--- src/rtl/dbm_pkg.sv ---
package dbm_pkg;

  typedef enum logic {
    MODE_DIRECT = 1'b0,
    MODE_REGD   = 1'b1
  } sel_mode_e;

  // One-hot decode of a port index; callers cut it to their port count.
  function automatic logic [31:0] port_onehot(input int unsigned idx);
    return 32'(1) << idx;
  endfunction

endpackage

--- src/rtl/dbm_sel_stage.sv ---
module dbm_sel_stage #(
  parameter int SEL_W = 2
) (
  input  logic             clk_i,
  input  logic             rst_i,
  input  logic             sync_mode_i,
  input  logic             clk_en_n_i,
  input  logic [SEL_W-1:0] sel_i,
  output logic [SEL_W-1:0] eff_sel_o
);
  import dbm_pkg::*;

  logic [SEL_W-1:0] sel_q;
  logic             regd_mode;
  logic             capture_w;

  assign regd_mode = (sync_mode_i == MODE_REGD);
  assign capture_w = regd_mode && !clk_en_n_i;

  always_ff @(posedge clk_i) begin
    if (rst_i)          sel_q <= '0;
    else if (capture_w) sel_q <= sel_i;
  end

  assign eff_sel_o = regd_mode ? sel_q : sel_i;


  sel_capture_chk: assert property (@(posedge clk_i) disable iff (rst_i)
    capture_w |=> (sel_q == $past(sel_i)));


  sel_keep_chk: assert property (@(posedge clk_i) disable iff (rst_i)
    !capture_w |=> $stable(sel_q));

endmodule

--- src/rtl/dbm_bank.sv ---
module dbm_bank #(
  parameter int NPORT  = 4,
  parameter int DATA_W = 8,
  parameter int SEL_W  = 2
) (
  input  logic                    clk_i,
  input  logic                    rst_i,
  input  logic                    oe_n_i,
  input  logic [SEL_W-1:0]        eff_sel_i,
  input  logic [NPORT*DATA_W-1:0] port_i,
  output logic [DATA_W-1:0]       y_o,
  output logic [NPORT-1:0]        sw_en_o,
  output logic                    hold_o
);
  import dbm_pkg::*;

  logic [SEL_W-1:0]  conn_q;
  logic [DATA_W-1:0] hold_q;
  logic [DATA_W-1:0] picked_w;
  logic              bank_on;
  logic              sel_moved;
  logic              break_w;
  logic              link_w;

  assign bank_on   = !oe_n_i;
  assign sel_moved = (eff_sel_i != conn_q);
  assign break_w   = bank_on && sel_moved;
  assign link_w    = bank_on && !sel_moved;
  assign picked_w  = port_i[eff_sel_i*DATA_W +: DATA_W];

  assign sw_en_o = link_w ? NPORT'(port_onehot(int'(eff_sel_i))) : '0;
  assign y_o     = link_w ? picked_w : hold_q;
  assign hold_o  = !link_w;

  always_ff @(posedge clk_i) begin
    if (rst_i) begin
      conn_q <= '0;
      hold_q <= '0;
    end else begin
      conn_q <= eff_sel_i;
      if (link_w) hold_q <= picked_w;
    end
  end


  sw_onehot_chk: assert property (@(posedge clk_i) disable iff (rst_i)
    $onehot0(sw_en_o));


  bbm_dark_chk: assert property (@(posedge clk_i) disable iff (rst_i)
    (bank_on && !$past(rst_i) && (eff_sel_i != $past(eff_sel_i))) |-> (sw_en_o == '0));


  held_value_chk: assert property (@(posedge clk_i) disable iff (rst_i)
    (hold_o && !$past(rst_i)) |-> (y_o == $past(y_o)));


  break_shows_hold_chk: assert property (@(posedge clk_i) disable iff (rst_i)
    break_w |-> (hold_o && (y_o == hold_q)));

endmodule

--- src/rtl/dualbank_selmux.sv ---
module dualbank_selmux #(
  parameter int NBANK  = 2,
  parameter int NPORT  = 4,
  parameter int DATA_W = 8,
  localparam int SEL_W = $clog2(NPORT),
  localparam int BANK_DW = NPORT * DATA_W
) (
  input  logic                      clk_i,
  input  logic                      rst_i,
  input  logic                      sync_mode_i,
  input  logic                      clk_en_n_i,
  input  logic [SEL_W-1:0]          sel_i,
  input  logic [NBANK-1:0]          oe_n_i,
  input  logic [NBANK*BANK_DW-1:0]  port_data_i,
  output logic [NBANK*DATA_W-1:0]   y_o,
  output logic [NBANK*NPORT-1:0]    sw_en_o,
  output logic [NBANK-1:0]          hold_o
);

  logic [SEL_W-1:0] eff_sel;

  dbm_sel_stage #(.SEL_W(SEL_W)) sel_stage_i (
    .clk_i       (clk_i),
    .rst_i       (rst_i),
    .sync_mode_i (sync_mode_i),
    .clk_en_n_i  (clk_en_n_i),
    .sel_i       (sel_i),
    .eff_sel_o   (eff_sel)
  );

  for (genvar b = 0; b < NBANK; b++) begin : g_bank
    dbm_bank #(
      .NPORT  (NPORT),
      .DATA_W (DATA_W),
      .SEL_W  (SEL_W)
    ) bank_i (
      .clk_i     (clk_i),
      .rst_i     (rst_i),
      .oe_n_i    (oe_n_i[b]),
      .eff_sel_i (eff_sel),
      .port_i    (port_data_i[b*BANK_DW +: BANK_DW]),
      .y_o       (y_o[b*DATA_W +: DATA_W]),
      .sw_en_o   (sw_en_o[b*NPORT +: NPORT]),
      .hold_o    (hold_o[b])
    );
  end

endmodule

--- config.mk ---
export PLATFORM = sky130hd
export DESIGN_NAME = dualbank_selmux
export DESIGN_NICKNAME = d
export VERILOG_FILES = /design/src/rtl/dbm_pkg.sv /design/src/rtl/dbm_sel_stage.sv /design/src/rtl/dbm_bank.sv /design/src/rtl/dualbank_selmux.sv
export SDC_FILE = /design/constraint.sdc
export NUM_CORES = 1
export LEC_CHECK = 0
export ABC_AREA = 1
export CAP_MARGIN = 40
export CORE_UTILIZATION = 44
export DETAILED_ROUTE_END_ITERATION = 10
export GPL_TIMING_DRIVEN = 0
export PLACE_DENSITY = 0.9
export SYNTH_ARGS = -nofsm -noshare
export SYNTH_HDL_FRONTEND = slang
export SYNTH_HIERARCHICAL = 1
export SYNTH_SLANG_ARGS = --single-unit
--- constraint.sdc ---
create_clock -name clk_i -period 4.63 [get_ports clk_i]
set_clock_uncertainty 0.05 [all_clocks]
set_input_delay 0.926 -clock clk_i [delete_from_list [all_inputs] [get_ports clk_i]]
set_output_delay 0.926 -clock clk_i [all_outputs]
set_load 0.03 [all_outputs]
[After elaboration in Yosys (flattened, before gate mapping)]
Cells that the tools add are included.
Operators by class
  reduce and logical (&&, ||, !) cells: 9
  shift operators: 3
  equality and inequality tests: 1
  multiplexer cells: 5
Operators by type and width (count)
  variable part select 32 x 6 -> 8 bit: 2
  2-to-1 mux 8 bit: 2
  2-to-1 mux 4 bit: 2
  logical NOT 1 bit: 6
  left shift 1 x 2 -> 4 bit (first input constant): 1
  logical AND 1 bit: 3
  2-to-1 mux 2 bit: 1
  inequality test 2 bit: 1
Word-level totals
  input bits: 72
  output and inout bits: 26
  logic and storage cells: 22
  bits in registers: 20

[Depth between registers and ports, before layout]
Gate-level depths: netlist of the first run.
  depth after elaboration: 5
  mapped depth: 10
  gate-level depth less buffers: 10

[Modules after synthesis]
Netlist of the first run, hierarchy kept.
Modules (own cells, without submodules)
  dbm_bank: sequential area each 200.2 µm², area an instance 900.9 µm², times used 2, cells each 144
  dbm_sel_stage: sequential area each 40.0 µm², area an instance 115.1 µm², times used 1, cells each 20

[Worst setup path before layout of the first run]
No wires, ideal clock.
  path kind: input-to-output
  start: input port sel_i[1]
  end: output port sw_en_o[0]
  data required time: 3654 ps
  buffers on the path: 1
  stages on the path: 7
  path slack: 789 ps
  data arrival time: 2865 ps
  cell sequence: inv_1 o21ai_0 inv_2 nand2_1 nand3_2 buf_6 nor3_1
Between the ends
  word-level cells in the longest chain between the ends: 5
  elaborated cells on any way between the ends: 6
  those cells by class: eq/ne: 1; shift: 1; mux: 2; reduce/logical: 2
Ends and longest elaborated chain
  start, declared: line dualbank_selmux.sv:12  | input logic [SEL_W-1:0] sel_i,
  2-to-1 mux 2 bit (*): line dbm_sel_stage.sv:25  | assign eff_sel_o = regd_mode ? sel_q : sel_i;
  named net eff_sel[1]: line dualbank_selmux.sv:20  | logic [SEL_W-1:0] eff_sel;
  inequality test 2 bit: line dbm_bank.sv:26  | assign sel_moved = (eff_sel_i != conn_q);
  logical NOT 1 bit
  logical AND 1 bit: line dbm_bank.sv:28  | assign link_w = bank_on && !sel_moved;
  2-to-1 mux 4 bit (*): line dbm_bank.sv:31  | assign sw_en_o = link_w ? NPORT'(port_onehot(int'(eff_sel_i))) : '0;
  end, declared: line dualbank_selmux.sv:16  | output logic [NBANK*NPORT-1:0] sw_en_o,
The timed path passes the listed nets; every way through them passes the cells marked *.

[Worst setup path in the final report of the first run]
  start: input port sync_mode_i
  end: output port y_o[15]
Between the ends
  word-level cells in the longest chain between the ends: 5
  elaborated cells on any way between the ends: 6
  those cells by class: eq/ne: 1; shift: 1; mux: 2; reduce/logical: 2
Ends and longest elaborated chain
  start, declared: line dualbank_selmux.sv:10  | input logic sync_mode_i,
  2-to-1 mux 2 bit (*): line dbm_sel_stage.sv:25
  named net eff_sel[1]: line dualbank_selmux.sv:20
  parallel branches: the longest is 3 deep, another holds variable part select 32 x 6 -> 8 bit
  2-to-1 mux 8 bit (*): line dbm_bank.sv:32  | assign y_o = link_w ? picked_w : hold_q;
  end, declared: line dualbank_selmux.sv:15  | output logic [NBANK*DATA_W-1:0] y_o,
Mark *: on every way through the listed nets, which the timed path passes.

==> results.toml, run 1 <==
[timing]
relSlewSlack_pct = 75.65
slew_violations = 0
hold-worst-slack_ns = 0.4469
fin_crit_sh_pct = 95.19
setup_violations = 0
worst_pin_slew_ns = 0.3652
period_needed_ns = 4.407
hold_viol = 0
fmax_mhz = 226.9
worst_slack_ns = 0.2226
rsz0062_at_grt = "no"

[synth]
synth_top_family_by_area = "simple AND/OR/NAND/NOR gates"
syn_area_mm2 = 0.001917
seq_area_frac_synth_pct = 22.98
ys_ff_latch = 22
yosys-top-cells-area = "dfxtp_1 (23%), nand2_1 (22%), nand3_2 (18%)"
yosysWarnings = 6
synth_compound_area_share_pct = 1.044
syn_inst = 308
synthFlopType = "dfxtp_1"
synth-edff-count = 0
post-synth-top-count-cell = "nand2_1"
ys_types = 16
ys_top_cells_by_count = "nand2_1 (110), inv_1 (42), nor2_1 (40), nand3_2 (34), dfxtp_1 (22)"
synth_fp_nets = 380
synthSimpleGateAreaFrac_pct = 56.59
ys_async_sr_fraction_pct = 0
synth_adder_area_share_pct = 0
synthMuxAreaShare_pct = 0
yosysTopAreaCell = "dfxtp_1"
synth_top_area_share_pct = 22.98
synth_xor_area_share_pct = 0
syn_avg_cell_area_um2 = 6.224

[route]
dr.pass1.iters = 4
vias = 2186
ant_nets = 0
drc = 0
via_per_inst = 4.763
wirelength_um = 5654
drtIter0Drc = 75
wl_per_cell_um = 12.32

[clocking]
cts_tree = "built"
cts_resized = 2
htreeDepth = 1
cts.path.max_buffers = 2
cts_setup_buffers = 0
clk_pin_slew_ns = 0.07
clock_sinks = 22
postCtsHoldBufs = 0
cts-root-buf = "clkbuf_8"
numCtsBuffers = 3
clk_latency_ns = 0.25

[critical_path]
r2r.worst_path.cells = 11
r2r-end = "g_bank[0].bank_i/hold_q[2]$_SDFF_PP0_"
cp_max_fo = 10
regToRegSetupSlack_ns = 2.94
cp-end-kind = "output pin"
r2r_start = "sel_stage_i/sel_q[1]$_SDFFE_PP0P_"
worstSetupPathType = "in2out"
critPathLaunchType = "input pin"
arrival_ns = 3.43
required_ns = 3.65

[power]
power_leakage_uw = 0.001473
ir_worst_vdd_mv = 0.2077
power_density_mw_per_mm2 = 228.2

[status]
status = "finished clean"

[global_route]
grt_pass1_wl_um = 8549
grt-ovfl-total = 0
gr-usage-all-layers_pct = 24.51
grt_antenna_before_repair = 0
grt_start_max_net_pins = 12
grt_pass1_vias = 1983

[layout]
utilization_pct = 73.52
fill_cells = 335
nets = 483
final_area_mm2 = 0.003004
n_antenna_cell = 0
drive_above_1_share_pct = 16.63
syn2layout_area_growth_pct = 56.72

[placed_design]
pre_cts_slack_ns = -0.03982
place_hpwl_um = 4438
gp_congestion = 0.8566
portBuffers = 97
dpl_cell_area_mm2 = 0.002955

[worst_hold_path]
whs_path_depth = 2
min_to = "sel_stage_i/sel_q[1]$_SDFFE_PP0P_"
hold_path.class = "reg2reg"
hp-start = "sel_stage_i/sel_q[1]$_SDFFE_PP0P_"

[floorplanning]
dieHeight_um = 68.01
core_area_mm2 = 0.004086
initial_utilization_pct = 46.91
fp.dieW_um = 68.01
rows = 23
ios = 98
dieArea_mm2 = 0.004625

[job]
drv_cap = 0
critical path, cell delays in order:
cell and delay, ns:
clkdlybuf4s50_1 0.64, nand2_1 0.13, o21ai_2 0.14, buf_2 0.24, buf_6 0.17, buf_12 0.14, nand3_2 0.06, nand2_1 0.06
nor2_1 0.05, nand2_1 0.06, nand2_1 0.08, inv_1 0.07, clkdlybuf4s50_1 0.66
power by group:
| group | switching [uW] | internal [uW] | total [uW] | leakage, uW |
|---|---|---|---|---|
| logic | 199 | 165 | 364 | 0.00127 |
| registers | 5.49 | 206 | 211 | 0.000181 |
| clock network | 52.2 | 57.8 | 110 | 0.0000216 |
flip-flops by register name (all words and copies together), names as in the netlist:
register / cells
g_bank.bank_i/hold_q: 16
g_bank.bank_i/conn_q: 4
sel_stage_i/sel_q: 2
metrics by stage:
stage	power [uW]	instances	TNS (ns)
2_1_floorplan	424.0	308	0
3_3_place_gp	568.2	455	-5.191
3_5_place_dp	576.5	456	-0.1907
4_1_cts	688.1	459	0
5_1_grt	731.0	459	0
6_report	685.5	459	0
cells by family after synthesis:
group | count (synthesis)
flip-flops | 22
buffers and inverters | 65
AND/OR/NAND/NOR | 217
AO/OA/AOI/OAI | 4
layer usage:
| metal | share of wire, % | global-route usage, % | up-vias |
|---|---|---|---|
| li1 | - | - | 1137 |
| met1 | 43 | 30.07 | 985 |
| met2 | 51 | 45.47 | 58 |
| met3 | 4.9 | 1.500 | 6 |
| met4 | 1.2 | 6.510 | 0 |
| met5 | 0 | 0 | - |
area by class of cell:
type	count	area [um2]	share of cell area (%)
well taps	50	62.56	2.082
flip-flops and latches	22	440.4	14.66
clock buffers	3	41.29	1.374
repair buffers	98	975.9	32.49
inverters	49	183.9	6.122
plain buffers	16	187.7	6.247
multi-input cells	221	1112	37.03
how the worst max path moves through the flow:
| stage | slack, ns | start | endpoint | cells after the start |
|---|---|---|---|---|
| after floorplan | 0.79 | sel_i[1] | sw_en_o[0] | 7 |
| after global placement | -0.26 | sync_mode_i | y_o[9] | 11 |
| after detailed placement | -0.04 | sync_mode_i | y_o[15] | 12 |
| after CTS | 0.15 | sync_mode_i | y_o[15] | 12 |
| after global routing | 0.04 | sync_mode_i | y_o[11] | 13 |
| final | 0.22 | sync_mode_i | y_o[15] | 13 |
placed cells by master, fill, tap and decap left out, drive strengths merged:
master,Yosys,layout
nand2,110,110
o21ai,2,2
buf,16,17
clkbuf,0,3
nand3,54,54
nor3,8,8
dfxtp,22,22
clkdlybuf4s50,0,97
nor2,45,45
a21oi,2,2
inv,49,49
Power figures use the tool's default switching activity.
==> run 2, diff against run 1 <==
--- a/constraint.sdc
+++ b/constraint.sdc
@@ -4,2 +4,2 @@
 set_output_delay 0.926 -clock clk_i [all_outputs]
-set_load 0.03 [all_outputs]
+set_load 0.05 [all_outputs]
==> run 2 against run 1 <==
Clock power is essentially flat. First-iteration DRC count shrank 5.3%. Critical path type unchanged. Global-route usage is the same. Worst hold slack lost 0.0013 ns. Worst setup slack gained 0.047 ns. Largest power group unchanged. Critical path depth shrank 4.
==> results.toml, run 2 (synthesis gave the netlist of run 1 again) <==
[worst_hold_path]
hold_path.class = "reg2reg"
whs_path_depth = 2
min_to = "sel_stage_i/sel_q[1]$_SDFFE_PP0P_"
hp-start = "sel_stage_i/sel_q[1]$_SDFFE_PP0P_"

[critical_path]
worstSetupPathType = "in2out"
r2r_start = "sel_stage_i/sel_q[1]$_SDFFE_PP0P_"
cp-end-kind = "output pin"
r2r-end = "g_bank[0].bank_i/hold_q[1]$_SDFF_PP0_"
arrival_ns = 3.38
required_ns = 3.65
cp_max_fo = 10
critPathLaunchType = "input pin"
r2r.worst_path.cells = 11
regToRegSetupSlack_ns = 2.81
crit_start = "sync_mode_i"

[clocking]
clk_pin_slew_ns = 0.07
cts_tree = "built"
clk_latency_ns = 0.25
cts-root-buf = "clkbuf_8"
numCtsBuffers = 3
postCtsHoldBufs = 0
htreeDepth = 1
clock_sinks = 22
cts.path.max_buffers = 2

[global_route]
grt_antenna_before_repair = 0
grt_pass1_vias = 1983
gr-usage-all-layers_pct = 24.51
grt_start_max_net_pins = 12
grt_pass1_wl_um = 8549
grt-ovfl-total = 0

[layout]
drive_above_1_share_pct = 16.38
most-common-layout-cells = "nand2_1 (110), clkdlybuf4s50_1 (77), inv_1 (42)"
fill_cells = 323
utilization_pct = 74.65
largest_reg_flops = 16
final_common_cell = "nand2_1"
nets = 483
regMostFlops = "g_bank.bank_i/hold_q"
n_antenna_cell = 0
final_area_mm2 = 0.003050
syn2layout_area_growth_pct = 59.14
reg_top3 = "g_bank.bank_i/hold_q x16, g_bank.bank_i/conn_q x4, sel_stage_i/sel_q x2"

[route]
drtIter0Drc = 71
wirelength_um = 5712
dr.pass1.iters = 4
drc = 0
via_per_inst = 4.826
wl_per_cell_um = 12.44
ant_nets = 0
vias = 2215

[placed_design]
portBuffers = 97
dpl_cell_area_mm2 = 0.002955
place_hpwl_um = 4438
gp_congestion = 0.8566

[timing]
setup_violations = 0
worst_pin_slew_ns = 0.5340
hold_viol = 0
period_needed_ns = 4.360
hold-worst-slack_ns = 0.4456
relSlewSlack_pct = 64.34
slew_violations = 0
rsz0062_at_grt = "no"
fin_crit_sh_pct = 94.17
fmax_mhz = 229.4

[power]
power_density_mw_per_mm2 = 236.9
power_leakage_uw = 0.001758
ir_worst_vdd_mv = 0.2074

[job]
drv_cap = 0

[status]
status = "finished clean"

[floorplanning]
ios = 98
core_area_mm2 = 0.004086
rows = 23
dieArea_mm2 = 0.004625
dieHeight_um = 68.01
fp.dieW_um = 68.01
initial_utilization_pct = 46.91
==> run 2: critical path, stage by stage <==
cell             delay [ns]
clkdlybuf4s50_1        0.62
nand2_1                0.10
o21ai_1                0.25
inv_2                  0.10
nand2_1                0.11
nand3_2                0.13
buf_6                  0.17
nor3_1                 0.15
clkdlybuf4s50_1        0.83
==> run 2: how the worst max path moves through the flow <==
stage | endpoint | slack, ns | depth (start not counted)
floorplan | sw_en_o[0] | 0.38 | 7
global placement | y_o[9] | -0.39 | 11
detailed placement | y_o[15] | -0.17 | 12
CTS | y_o[15] | 0.01 | 12
global route | sw_en_o[7] | 0.06 | 9
finish | sw_en_o[6] | 0.27 | 9
==> run 2: metal layers <==
layer,vias up,global-route usage [%],share of wire (%)
li1,1134,-,-
met1,1021,30.07,44
met2,54,45.47,50
met3,6,1.500,4.1
met4,0,6.510,1.2
met5,-,0,0
==> run 2: cell type report <==
class | count | area [um2] | share of cell area (%)
multi-input cells | 221 | 1109 | 36.34
repair buffers | 98 | 1026 | 33.63
flip-flops and latches | 22 | 440.4 | 14.44
plain buffers | 16 | 187.7 | 6.153
inverters | 49 | 183.9 | 6.030
well taps | 50 | 62.56 | 2.051
clock buffers | 3 | 41.29 | 1.354
==> run 2: power by group <==
group / total, uW / switching (uW) / internal (uW)
sequential: 211 / 5.49 / 206
clock: 110 / 52.5 / 57.8
combinational: 401 / 239 / 162
==> run 2: metrics by stage <==
| stage | setup WS [ns] | power [uW] | TNS [ns] | std cells |
|---|---|---|---|---|
| 2_1_floorplan | 0.3766 | 464.9 | 0 | 308 |
| 3_3_place_gp | -0.3882 | 608.9 | -8.614 | 455 |
| 3_5_place_dp | -0.1725 | 617.1 | -2.867 | 456 |
| 4_1_cts | 0.01285 | 728.7 | 0 | 459 |
| 5_1_grt | 0.05907 | 767.9 | 0 | 459 |
| 6_report | 0.2700 | 722.7 | 0 | 459 |
==> run 2: timing repair <==
| action | 4_1_cts | 5_1_grt |
|---|---|---|
| pin swaps | 0 | 0 |
| hold endpoints to repair | 0 | 0 |
| gates resized for setup | 2 | 21 |
| endpoints found under the setup margin | 24 | 24 |
| setup buffers | 0 | 0 |
